File: src/rtl/spi_seq_pkg.sv
package spi_seq_pkg;

  typedef enum logic [3:0] {
    PH_IDLE   = 4'd0,
    PH_LAUNCH = 4'd1,
    PH_SETUP  = 4'd2,
    PH_CMD    = 4'd3,
    PH_ADDR   = 4'd4,
    PH_DUMMY  = 4'd5,
    PH_WDATA  = 4'd6,
    PH_RDATA  = 4'd7,
    PH_HOLD   = 4'd8
  } phase_e;

  localparam int PH_COUNT = 9;

  typedef struct packed {
    logic setup_en;
    logic cmd_en;
    logic addr_en;
    logic dummy_en;
    logic wdata_en;
    logic rdata_en;
    logic hold_en;
  } phase_en_t;

endpackage

File: src/rtl/spi_seq_fsm.sv
module spi_seq_fsm
  import spi_seq_pkg::*;
#(
  parameter int CNT_W   = 18,
  parameter int CMD_LW  = 4,
  parameter int ADDR_LW = 5,
  parameter int DUM_LW  = 8,
  parameter int CS_TW   = 5
) (
  input  logic               clk,
  input  logic               rst_n,
  input  logic               start,
  input  logic               tick,
  input  phase_en_t          en,
  input  logic [CMD_LW-1:0]  cmd_len,
  input  logic [ADDR_LW-1:0] addr_len,
  input  logic [DUM_LW-1:0]  dummy_len,
  input  logic [CNT_W-1:0]   data_len,
  input  logic [CS_TW-1:0]   setup_time,
  input  logic [CS_TW-1:0]   hold_time,
  output phase_e             phase,
  output logic [CNT_W-1:0]   cnt,
  output logic               done
);

  logic [PH_COUNT-1:0] ph_on;
  phase_e              follow;
  logic [CNT_W-1:0]    last_cnt;
  phase_e              phase_d;
  logic [CNT_W-1:0]    cnt_d;
  logic                done_d;
  logic                upd;

  // Which phases take part in this transaction
  always_comb begin
    ph_on           = '0;
    ph_on[PH_SETUP] = en.setup_en;
    ph_on[PH_CMD]   = en.cmd_en;
    ph_on[PH_ADDR]  = en.addr_en;
    ph_on[PH_DUMMY] = en.dummy_en;
    ph_on[PH_WDATA] = en.wdata_en;
    ph_on[PH_RDATA] = en.rdata_en;
    ph_on[PH_HOLD]  = en.hold_en && (hold_time != '0);
  end

  // First enabled phase after the current one (lowest index wins)
  always_comb begin
    follow = PH_IDLE;
    for (int i = PH_COUNT - 1; i >= 2; i--) begin
      if (i > int'(phase) && ph_on[i]) follow = phase_e'(i[3:0]);
    end
  end

  // Final count value for the current phase
  always_comb begin
    case (phase)
      PH_SETUP: last_cnt = CNT_W'(setup_time);
      PH_CMD:   last_cnt = CNT_W'(cmd_len);
      PH_ADDR:  last_cnt = CNT_W'(addr_len);
      PH_DUMMY: last_cnt = CNT_W'(dummy_len);
      PH_WDATA: last_cnt = data_len;
      PH_RDATA: last_cnt = data_len;
      PH_HOLD:  last_cnt = CNT_W'(hold_time) - CNT_W'(1);
      default:  last_cnt = '0;
    endcase
  end

  // Next-state logic
  always_comb begin
    phase_d = phase;
    cnt_d   = cnt;
    done_d  = 1'b0;
    case (phase)
      PH_IDLE: begin
        if (start) phase_d = PH_LAUNCH;
      end
      PH_LAUNCH: begin
        if (tick) begin
          phase_d = follow;
          cnt_d   = '0;
          done_d  = (follow == PH_IDLE);
        end
      end
      default: begin
        if (tick) begin
          if (cnt == last_cnt) begin
            phase_d = follow;
            cnt_d   = '0;
            done_d  = (follow == PH_IDLE);
          end else begin
            cnt_d = cnt + CNT_W'(1);
          end
        end
      end
    endcase
  end

  assign upd = tick || (phase == PH_IDLE && start);

  // State registers with explicit clock enable
  always_ff @(posedge clk or negedge rst_n) begin
    if (!rst_n) begin
      phase <= PH_IDLE;
      cnt   <= '0;
    end else if (upd) begin
      phase <= phase_d;
      cnt   <= cnt_d;
    end
  end

  always_ff @(posedge clk or negedge rst_n) begin
    if (!rst_n) done <= 1'b0;
    else        done <= done_d;
  end

  // counter stays inside the current phase window
  assert_cnt_bound_R2: assert property (@(posedge clk) disable iff (!rst_n)
    (phase != PH_IDLE && phase != PH_LAUNCH) |-> (cnt <= last_cnt));

  // nothing advances between ticks
  assert_stall_between_ticks_R2: assert property (@(posedge clk) disable iff (!rst_n)
    (phase != PH_IDLE && !tick) |=> $stable(cnt));

  // a start request during a transaction does not move the sequencer
  assert_start_ignored_R12: assert property (@(posedge clk) disable iff (!rst_n)
    (phase != PH_IDLE && !tick && start) |=> $stable(phase));

  // completion is a single-cycle pulse
  assert_done_single_R11: assert property (@(posedge clk) disable iff (!rst_n)
    done |=> !done);

endmodule

File: src/rtl/spi_seq_tx.sv
module spi_seq_tx
  import spi_seq_pkg::*;
#(
  parameter int CMD_W     = 16,
  parameter int ADDR_W    = 32,
  parameter int WORD_W    = 32,
  parameter int BUF_WORDS = 16,
  parameter int CNT_W     = 18,
  localparam int CMD_LW   = $clog2(CMD_W),
  localparam int ADDR_LW  = $clog2(ADDR_W),
  localparam int BIT_W    = $clog2(WORD_W),
  localparam int IDX_W    = $clog2(BUF_WORDS)
) (
  input  phase_e             phase,
  input  logic [CNT_W-1:0]   cnt,
  input  logic               wr_lsb,
  input  logic [CMD_W-1:0]   cmd_val,
  input  logic [CMD_LW-1:0]  cmd_len,
  input  logic [ADDR_W-1:0]  addr_val,
  input  logic [ADDR_LW-1:0] addr_len,
  input  logic [WORD_W-1:0]  wdata_word,
  output logic [IDX_W-1:0]   wdata_idx,
  output logic               mosi
);

  logic [CMD_LW-1:0]  cmd_sel;
  logic [ADDR_LW-1:0] addr_sel;
  logic [BIT_W-1:0]   bit_sel;

  // LSB-first counts up from bit 0; MSB-first counts down from the top bit
  assign cmd_sel   = wr_lsb ? cnt[CMD_LW-1:0]  : (cmd_len  - cnt[CMD_LW-1:0]);
  assign addr_sel  = wr_lsb ? cnt[ADDR_LW-1:0] : (addr_len - cnt[ADDR_LW-1:0]);
  assign bit_sel   = wr_lsb ? cnt[BIT_W-1:0]   : ~cnt[BIT_W-1:0];
  assign wdata_idx = cnt[BIT_W +: IDX_W];

  always_comb begin
    case (phase)
      PH_CMD:   mosi = cmd_val[cmd_sel];
      PH_ADDR:  mosi = addr_val[addr_sel];
      PH_WDATA: mosi = wdata_word[bit_sel];
      default:  mosi = 1'b0;
    endcase
  end

endmodule

File: src/rtl/spi_seq_rxbuf.sv
module spi_seq_rxbuf #(
  parameter int WORD_W    = 32,
  parameter int BUF_WORDS = 16,
  parameter int CNT_W     = 18,
  localparam int BIT_W    = $clog2(WORD_W),
  localparam int IDX_W    = $clog2(BUF_WORDS)
) (
  input  logic              clk,
  input  logic              rst_n,
  input  logic              cap,
  input  logic [CNT_W-1:0]  cnt,
  input  logic              rd_lsb,
  input  logic              miso,
  input  logic [IDX_W-1:0]  rd_idx,
  output logic [WORD_W-1:0] rd_word
);

  logic [IDX_W-1:0]  widx;
  logic [BIT_W-1:0]  pos;
  logic [WORD_W-1:0] words [BUF_WORDS];

  assign widx = cnt[BIT_W +: IDX_W];
  assign pos  = rd_lsb ? cnt[BIT_W-1:0] : ~cnt[BIT_W-1:0];

  for (genvar w = 0; w < BUF_WORDS; w++) begin : g_word
    logic [WORD_W-1:0] word_q;
    logic              hit;
    assign hit = cap && (widx == IDX_W'(w));
    always_ff @(posedge clk or negedge rst_n) begin
      if (!rst_n)   word_q      <= '0;
      else if (hit) word_q[pos] <= miso;
    end
    assign words[w] = word_q;
  end

  assign rd_word = words[rd_idx];

  // the captured bit lands at the selected word and position
  assert_capture_R7: assert property (@(posedge clk) disable iff (!rst_n)
    cap |=> (words[$past(widx)][$past(pos)] == $past(miso)));

endmodule

File: src/rtl/spi_phase_seq.sv
module spi_phase_seq
  import spi_seq_pkg::*;
#(
  parameter int CMD_W     = 16,
  parameter int ADDR_W    = 32,
  parameter int WORD_W    = 32,
  parameter int BUF_WORDS = 16,
  parameter int CNT_W     = 18,
  parameter int DUM_LW    = 8,
  parameter int CS_TW     = 5,
  localparam int CMD_LW   = $clog2(CMD_W),
  localparam int ADDR_LW  = $clog2(ADDR_W),
  localparam int IDX_W    = $clog2(BUF_WORDS)
) (
  input  logic               clk,
  input  logic               rst_n,
  input  logic               sclk_tick,
  input  logic               start,
  input  logic               miso,
  input  logic               cmd_en,
  input  logic               addr_en,
  input  logic               dummy_en,
  input  logic               wdata_en,
  input  logic               rdata_en,
  input  logic               setup_en,
  input  logic               hold_en,
  input  logic               dummy_idle,
  input  logic               wr_lsb_first,
  input  logic               rd_lsb_first,
  input  logic               keep_cs,
  input  logic               ck_idle,
  input  logic [CMD_W-1:0]   cmd_val,
  input  logic [CMD_LW-1:0]  cmd_len,
  input  logic [ADDR_W-1:0]  addr_val,
  input  logic [ADDR_LW-1:0] addr_len,
  input  logic [DUM_LW-1:0]  dummy_len,
  input  logic [CNT_W-1:0]   data_len,
  input  logic [CS_TW-1:0]   setup_time,
  input  logic [CS_TW-1:0]   hold_time,
  input  logic [WORD_W-1:0]  wdata_word,
  output logic [IDX_W-1:0]   wdata_idx,
  input  logic [IDX_W-1:0]   rd_idx,
  output logic [WORD_W-1:0]  rd_word,
  output logic               busy,
  output logic               done,
  output logic               cs_n,
  output logic               sclk,
  output logic               mosi
);

  phase_en_t        en;
  phase_e           phase;
  logic [CNT_W-1:0] cnt;
  logic             clocked;
  logic             cs_active;

  assign en = '{setup_en: setup_en, cmd_en: cmd_en, addr_en: addr_en,
                dummy_en: dummy_en, wdata_en: wdata_en, rdata_en: rdata_en,
                hold_en: hold_en};

  spi_seq_fsm #(
    .CNT_W(CNT_W), .CMD_LW(CMD_LW), .ADDR_LW(ADDR_LW),
    .DUM_LW(DUM_LW), .CS_TW(CS_TW)
  ) u_fsm (
    .clk(clk), .rst_n(rst_n), .start(start), .tick(sclk_tick), .en(en),
    .cmd_len(cmd_len), .addr_len(addr_len), .dummy_len(dummy_len),
    .data_len(data_len), .setup_time(setup_time), .hold_time(hold_time),
    .phase(phase), .cnt(cnt), .done(done)
  );

  spi_seq_tx #(
    .CMD_W(CMD_W), .ADDR_W(ADDR_W), .WORD_W(WORD_W),
    .BUF_WORDS(BUF_WORDS), .CNT_W(CNT_W)
  ) u_tx (
    .phase(phase), .cnt(cnt), .wr_lsb(wr_lsb_first),
    .cmd_val(cmd_val), .cmd_len(cmd_len), .addr_val(addr_val),
    .addr_len(addr_len), .wdata_word(wdata_word), .wdata_idx(wdata_idx),
    .mosi(mosi)
  );

  spi_seq_rxbuf #(
    .WORD_W(WORD_W), .BUF_WORDS(BUF_WORDS), .CNT_W(CNT_W)
  ) u_rx (
    .clk(clk), .rst_n(rst_n), .cap(phase == PH_RDATA && sclk_tick),
    .cnt(cnt), .rd_lsb(rd_lsb_first), .miso(miso),
    .rd_idx(rd_idx), .rd_word(rd_word)
  );

  // Serial clock leaves idle only in the tick cycle of a clocked bit
  always_comb begin
    case (phase)
      PH_CMD, PH_ADDR, PH_WDATA, PH_RDATA: clocked = 1'b1;
      PH_DUMMY:                            clocked = !dummy_idle;
      default:                             clocked = 1'b0;
    endcase
  end

  assign cs_active = (phase != PH_IDLE) && (phase != PH_LAUNCH);
  assign cs_n      = !(cs_active || keep_cs);
  assign sclk      = ck_idle ^ (clocked && sclk_tick);
  assign busy      = (phase != PH_IDLE);

  // the start bit reads back clear when completion is flagged
  assert_done_clears_busy_R1: assert property (@(posedge clk) disable iff (!rst_n)
    done |-> !busy);

  // chip select released when idle and not forced
  assert_cs_release_R10: assert property (@(posedge clk) disable iff (!rst_n)
    (!busy && !keep_cs) |-> cs_n);

  // serial clock rests between ticks
  assert_sclk_rest_R13: assert property (@(posedge clk) disable iff (!rst_n)
    !sclk_tick |-> (sclk == ck_idle));

  // data line quiet outside the shifting phases
  assert_mosi_quiet_R13: assert property (@(posedge clk) disable iff (!rst_n)
    (phase == PH_DUMMY || phase == PH_RDATA || phase == PH_HOLD || !busy) |-> !mosi);

  // gated dummy phase keeps the clock idle
  assert_dummy_gate_R5: assert property (@(posedge clk) disable iff (!rst_n)
    (phase == PH_DUMMY && dummy_idle) |-> (sclk == ck_idle));

  // lead-in has chip select low, no clock and no data
  assert_setup_quiet_R8: assert property (@(posedge clk) disable iff (!rst_n)
    (phase == PH_SETUP) |-> (!cs_n && sclk == ck_idle && !mosi));

endmodule

File: config.mk
export PLATFORM = sky130hd
export DESIGN_NAME = spi_phase_seq
export DESIGN_NICKNAME = d
export VERILOG_FILES = /design/src/rtl/spi_seq_pkg.sv /design/src/rtl/spi_seq_fsm.sv /design/src/rtl/spi_seq_tx.sv /design/src/rtl/spi_seq_rxbuf.sv /design/src/rtl/spi_phase_seq.sv
export SDC_FILE = /design/constraint.sdc
export NUM_CORES = 1
export LEC_CHECK = 0
export ABC_AREA = 0
export BUFFER_PORTS_ARGS = -buffer_cell sky130_fd_sc_hd__buf_2
export CAP_MARGIN = 20
export CELL_PAD_IN_SITES_DETAIL_PLACEMENT = 1
export CELL_PAD_IN_SITES_GLOBAL_PLACEMENT = 2
export CORE_MARGIN = 3
export CORE_UTILIZATION = 41
export DETAILED_ROUTE_END_ITERATION = 8
export MAX_ROUTING_LAYER = met4
export PLACE_DENSITY_LB_ADDON = 0.15
export SETUP_SLACK_MARGIN = 0.2
export SLEW_MARGIN = 5
export SYNTH_ARGS = -nofsm -noshare
export SYNTH_HDL_FRONTEND = slang
export SYNTH_SLANG_ARGS = --single-unit
File: constraint.sdc
create_clock -name clk -period 5.4 [get_ports clk]
set_clock_uncertainty 0.15 [all_clocks]
set_input_delay 0.54 -clock clk [delete_from_list [all_inputs] [get_ports clk]]
set_output_delay 0.54 -clock clk [all_outputs]
set_load 0.02 [all_outputs]
==> results.ini <==
[pwr]
power.leakage_nw = 15.40
power.switching_fraction = 0.3108
internal_power_mw = 7.698
power_mw = 11.17
clock_power_share = 0.399
total_switching_power_mw = 3.471
power_per_cell_area_nw_per_um2 = 338.2
power_frac_seq = 0.385
comb_power_share = 0.216
largest_voltage_drop_on_the_vdd_net_uv = 299.1

[floorplanning]
placement_rows = 96
die-height_um = 271.4
design.die.area_sq_um = 73660
core_sq_um = 69190
pin_count = 187
initial_utilization = 0.4174
die-width_um = 271.4

[critical_path]
crit_path_end_kind = output pin
reg2reg_setup_slack_ns = 1.39
depth_of_the_most_critical_reg_to_reg_path = 7
crit_required_ns = 4.71
cp_class = flop to output pin
timing.critical_path.arrival_ns = 4.09
timing.critical_path.fanout_max = 15
regToRegStartpoint = u_fsm.phase[3]
worstSetupStartpointType = flop
timing.rr.end = u_rx.g_word[10].word_q[8]

[cells_and_area]
area_growth_pct = 14.37
final_core_util = 0.4774
num-nets-final = 2825
nFillCells = 7413
layout_cells_sized_above_1 = 0.3509

[grt]
wire_length_of_the_first_global_routing_pass_mm = 143.1
grt_max_degree = 194
gr-total-overflow = 0
grt.total_usage = 0.2585
antenna_found_initial = 5
via_count_of_the_first_global_routing_pass = 23169

[sta]
final-setup-viol-count = 0
slew_headroom = 0.1906
timing.final.max_slew_violations = 0
fmaxAchievable_mhz = 209.1
final_cycle_share = 0.8855
setup_tns_ns = 0
tightest_slew_ns = 1.211
period_needed_ns = 4.782
hold_viol_final = 0
unrepaired_setup_endpoints_after_global_routing = no

[drt]
average_routed_wire_per_standard_cell_um = 25.47
drt-total-wl_mm = 92.96
detail_route.first_pass.iterations = 5
drt_iter0_markers = 1650
dr_total_vias = 21238
postRouteAntennaNets = 0
drc_errors = 0
drt-vias-per-instance = 5.819

[synth]
synthFlopType = sky130_fd_sc_hd__dfrtp_1
unique_cell_type_count_in_the_yosys_netlist = 74
synth_sequential_area_ratio = 0.4636
synth-edff-count = 0
synth_async_sr_flop_share = 1.000
ys_seq_elements = 535
netlist_area_before_placement_sq_um = 28880
synth-warning-count = 0
postSynthCellCount = 2577
nets_in_the_synthesized_netlist = 2734
syn-mean-instance-area_sq_um = 11.21

[clock_tree]
ctsHtreeMaxLevel = 2
clkSinkCount = 535
clk_transition_reported_paths_ns = 0.07
cts.root.buffer_cell = sky130_fd_sc_hd__clkbuf_16
tritoncts_buffers = 61
clock_tree_from_tritoncts = done
clockBufferDepth = 3
post-cts-setup-buffer-count = 0
worst_skew_pair.late_latency_ns = 0.66

[place]
port-buffer-count = 186
routabilityCongestion = 0.8469
dp_hpwl_mm = 56.15

[min_path]
hold_path_class = input pin to flop
min_from = hold_en
min_delay_path_depth = 4
worstHoldEndpoint = u_fsm.done

[run_status]
status = finished, final reports clean

[job]
max_cap_viol_count = 0

[cell usage in the layout, fill, tap and decap left out, types with 10 or more instances in the layout]
| cell | Yosys | layout |
|---|---|---|
| sky130_fd_sc_hd__clkbuf_8 | 0 | 18 |
| sky130_fd_sc_hd__a22oi_1 | 12 | 12 |
| sky130_fd_sc_hd__buf_2 | 36 | 181 |
| sky130_fd_sc_hd__clkbuf_16 | 0 | 61 |
| sky130_fd_sc_hd__mux4_2 | 171 | 171 |
| sky130_fd_sc_hd__nor2b_1 | 15 | 15 |
| sky130_fd_sc_hd__nand2_1 | 569 | 569 |
| sky130_fd_sc_hd__nor2_1 | 84 | 75 |
| sky130_fd_sc_hd__o21ai_0 | 139 | 139 |
| sky130_fd_sc_hd__nand2b_1 | 19 | 19 |
| sky130_fd_sc_hd__mux2i_1 | 30 | 30 |
| sky130_fd_sc_hd__xor2_1 | 15 | 15 |
| sky130_fd_sc_hd__nand3_1 | 138 | 138 |
| sky130_fd_sc_hd__buf_12 | 0 | 10 |
| sky130_fd_sc_hd__a21oi_1 | 27 | 27 |
| sky130_fd_sc_hd__mux2_2 | 397 | 397 |
| sky130_fd_sc_hd__xnor2_1 | 18 | 18 |
| sky130_fd_sc_hd__clkinv_2 | 0 | 12 |
| sky130_fd_sc_hd__buf_4 | 9 | 61 |
| sky130_fd_sc_hd__dfrtp_1 | 535 | 535 |
| sky130_fd_sc_hd__inv_1 | 19 | 19 |
| sky130_fd_sc_hd__nor3_1 | 19 | 17 |
[routing by layer]
layer	up-vias	part of all wire	wire length, um	GRT usage
met3	121	0.040	3737	0.03341
met5	-	0	0	-
met2	437	0.50	46800	0.4323
met4	0	0.021	1909	0.05945
met1	11351	0.44	40500	0.3376
li1	9329	-	-	-
[logic make-up after synthesis]
logic type | count (synthesis) | share of synthesized area
compound gates | 246 | 0.05099
buf+inv | 250 | 0.03548
xor+xnor | 33 | 0.01001
mux | 599 | 0.2990
simple gates | 903 | 0.1356
flops | 535 | 0.4636
fa+ha+maj | 11 | 0.005286
[final cells by class]
cell class,count,area [sq um],area share
diodes,3,7.507,0.0002273
clock buffers,87,1794,0.05432
clock inverters,24,385.4,0.01167
inverters,21,78.83,0.002387
multi-input cells,1792,14580,0.4415
flip-flops and latches,535,13390,0.4053
well taps,931,1165,0.03527
repair buffers,257,1629,0.04932
[stage by stage]
stage | cell area [sq um] | hold slack [ns] | setup WS (ns) | cells
final | 33030 | 0.1324 | 0.6182 | 3650
after global routing | 33030 | 0.1536 | 0.2984 | 3650
after CTS | 32940 | 0.1194 | 0.3526 | 3637
after detailed placement | 30750 | 0.3373 | 1.006 | 3525
after global placement | 30710 | 0.3310 | 1.111 | 3523
after floorplan | 28880 | 0.09441 | 1.059 | 2577
[sequential cells by signal, summed over array words and instances (netlist names)]
signal,cells
u_fsm.cnt,18
u_rx.g_word.word_q,512
u_fsm.phase,4
u_fsm.done,1
[cells in the mapped netlist, types with 4 or more instances]
master	number	area share
sky130_fd_sc_hd__a22o_1	8	0.0024
sky130_fd_sc_hd__o21ai_0	139	0.024
sky130_fd_sc_hd__o211ai_1	5	0.0013
sky130_fd_sc_hd__dfrtp_1	535	0.46
sky130_fd_sc_hd__nand2_1	569	0.074
sky130_fd_sc_hd__buf_1	19	0.0025
sky130_fd_sc_hd__xnor2_1	18	0.0055
sky130_fd_sc_hd__a21oi_1	27	0.0047
sky130_fd_sc_hd__ha_1	9	0.0039
sky130_fd_sc_hd__clkbuf_1	164	0.021
sky130_fd_sc_hd__nand4_1	7	0.0015
sky130_fd_sc_hd__and2_1	6	0.0013
sky130_fd_sc_hd__a22oi_1	12	0.0031
sky130_fd_sc_hd__nor2_1	84	0.011
sky130_fd_sc_hd__a211oi_1	4	0.0010
sky130_fd_sc_hd__buf_4	9	0.0023
sky130_fd_sc_hd__mux4_2	171	0.13
sky130_fd_sc_hd__a31oi_1	7	0.0015
sky130_fd_sc_hd__mux2i_1	30	0.010
sky130_fd_sc_hd__o22ai_1	9	0.0019
sky130_fd_sc_hd__nand3b_1	6	0.0016
sky130_fd_sc_hd__inv_1	19	0.0025
sky130_fd_sc_hd__nor3b_1	8	0.0021
sky130_fd_sc_hd__nor3_1	19	0.0033
sky130_fd_sc_hd__nand3_1	138	0.024
sky130_fd_sc_hd__nor2b_1	15	0.0032
sky130_fd_sc_hd__mux2_2	397	0.15
sky130_fd_sc_hd__nor4_1	7	0.0015
sky130_fd_sc_hd__xor2_1	15	0.0045
sky130_fd_sc_hd__or3_1	4	0.00087
sky130_fd_sc_hd__buf_2	36	0.0062
sky130_fd_sc_hd__nand2b_1	19	0.0041
sky130_fd_sc_hd__and3_1	5	0.0011
[timing repair]
item	in CTS	in global routing
endpoints found under the setup margin	0	1
hold endpoints to repair	87	0
hold buffers	1	0
gates resized for setup	0	1
[worst max-delay path, stage by stage, from the launching register on]
cell and delay, ns:
sky130_fd_sc_hd__dfrtp_1 0.63, sky130_fd_sc_hd__ha_1 0.26, sky130_fd_sc_hd__inv_1 0.07, sky130_fd_sc_hd__fa_1 0.41, sky130_fd_sc_hd__xor2_1 0.21, sky130_fd_sc_hd__o21ai_4 0.50
sky130_fd_sc_hd__buf_4 0.23, sky130_fd_sc_hd__mux2i_1 0.18, sky130_fd_sc_hd__mux4_2 0.27, sky130_fd_sc_hd__nand2_1 0.05, sky130_fd_sc_hd__o211ai_1 0.10, sky130_fd_sc_hd__a21oi_1 0.09
sky130_fd_sc_hd__a311o_1 0.31, sky130_fd_sc_hd__buf_2 0.16
[power groups by stage]
stage	Clock, mW	Combinational [mW]	Sequential [mW]
2_1_floorplan	0	1.62	4.28
3_3_place_gp	0	2.34	4.36
3_5_place_dp	0	2.39	4.37
4_1_cts	4.55	2.40	4.30
5_1_grt	4.73	2.64	4.32
6_report	4.45	2.41	4.30
[how the worst max path moves through the flow]
stage / slack, ns / start / endpoint
detailed placement: 1.01 / u_fsm.cnt[0] / mosi
finish: 0.62 / u_fsm.cnt[0] / mosi
global placement: 1.11 / addr_len[0] / mosi
global route: 0.30 / u_fsm.cnt[0] / mosi
CTS: 0.35 / u_fsm.cnt[0] / mosi
floorplan: 1.06 / u_fsm.cnt[1] / mosi
No activity file was read; power rests on OpenSTA's default activity.
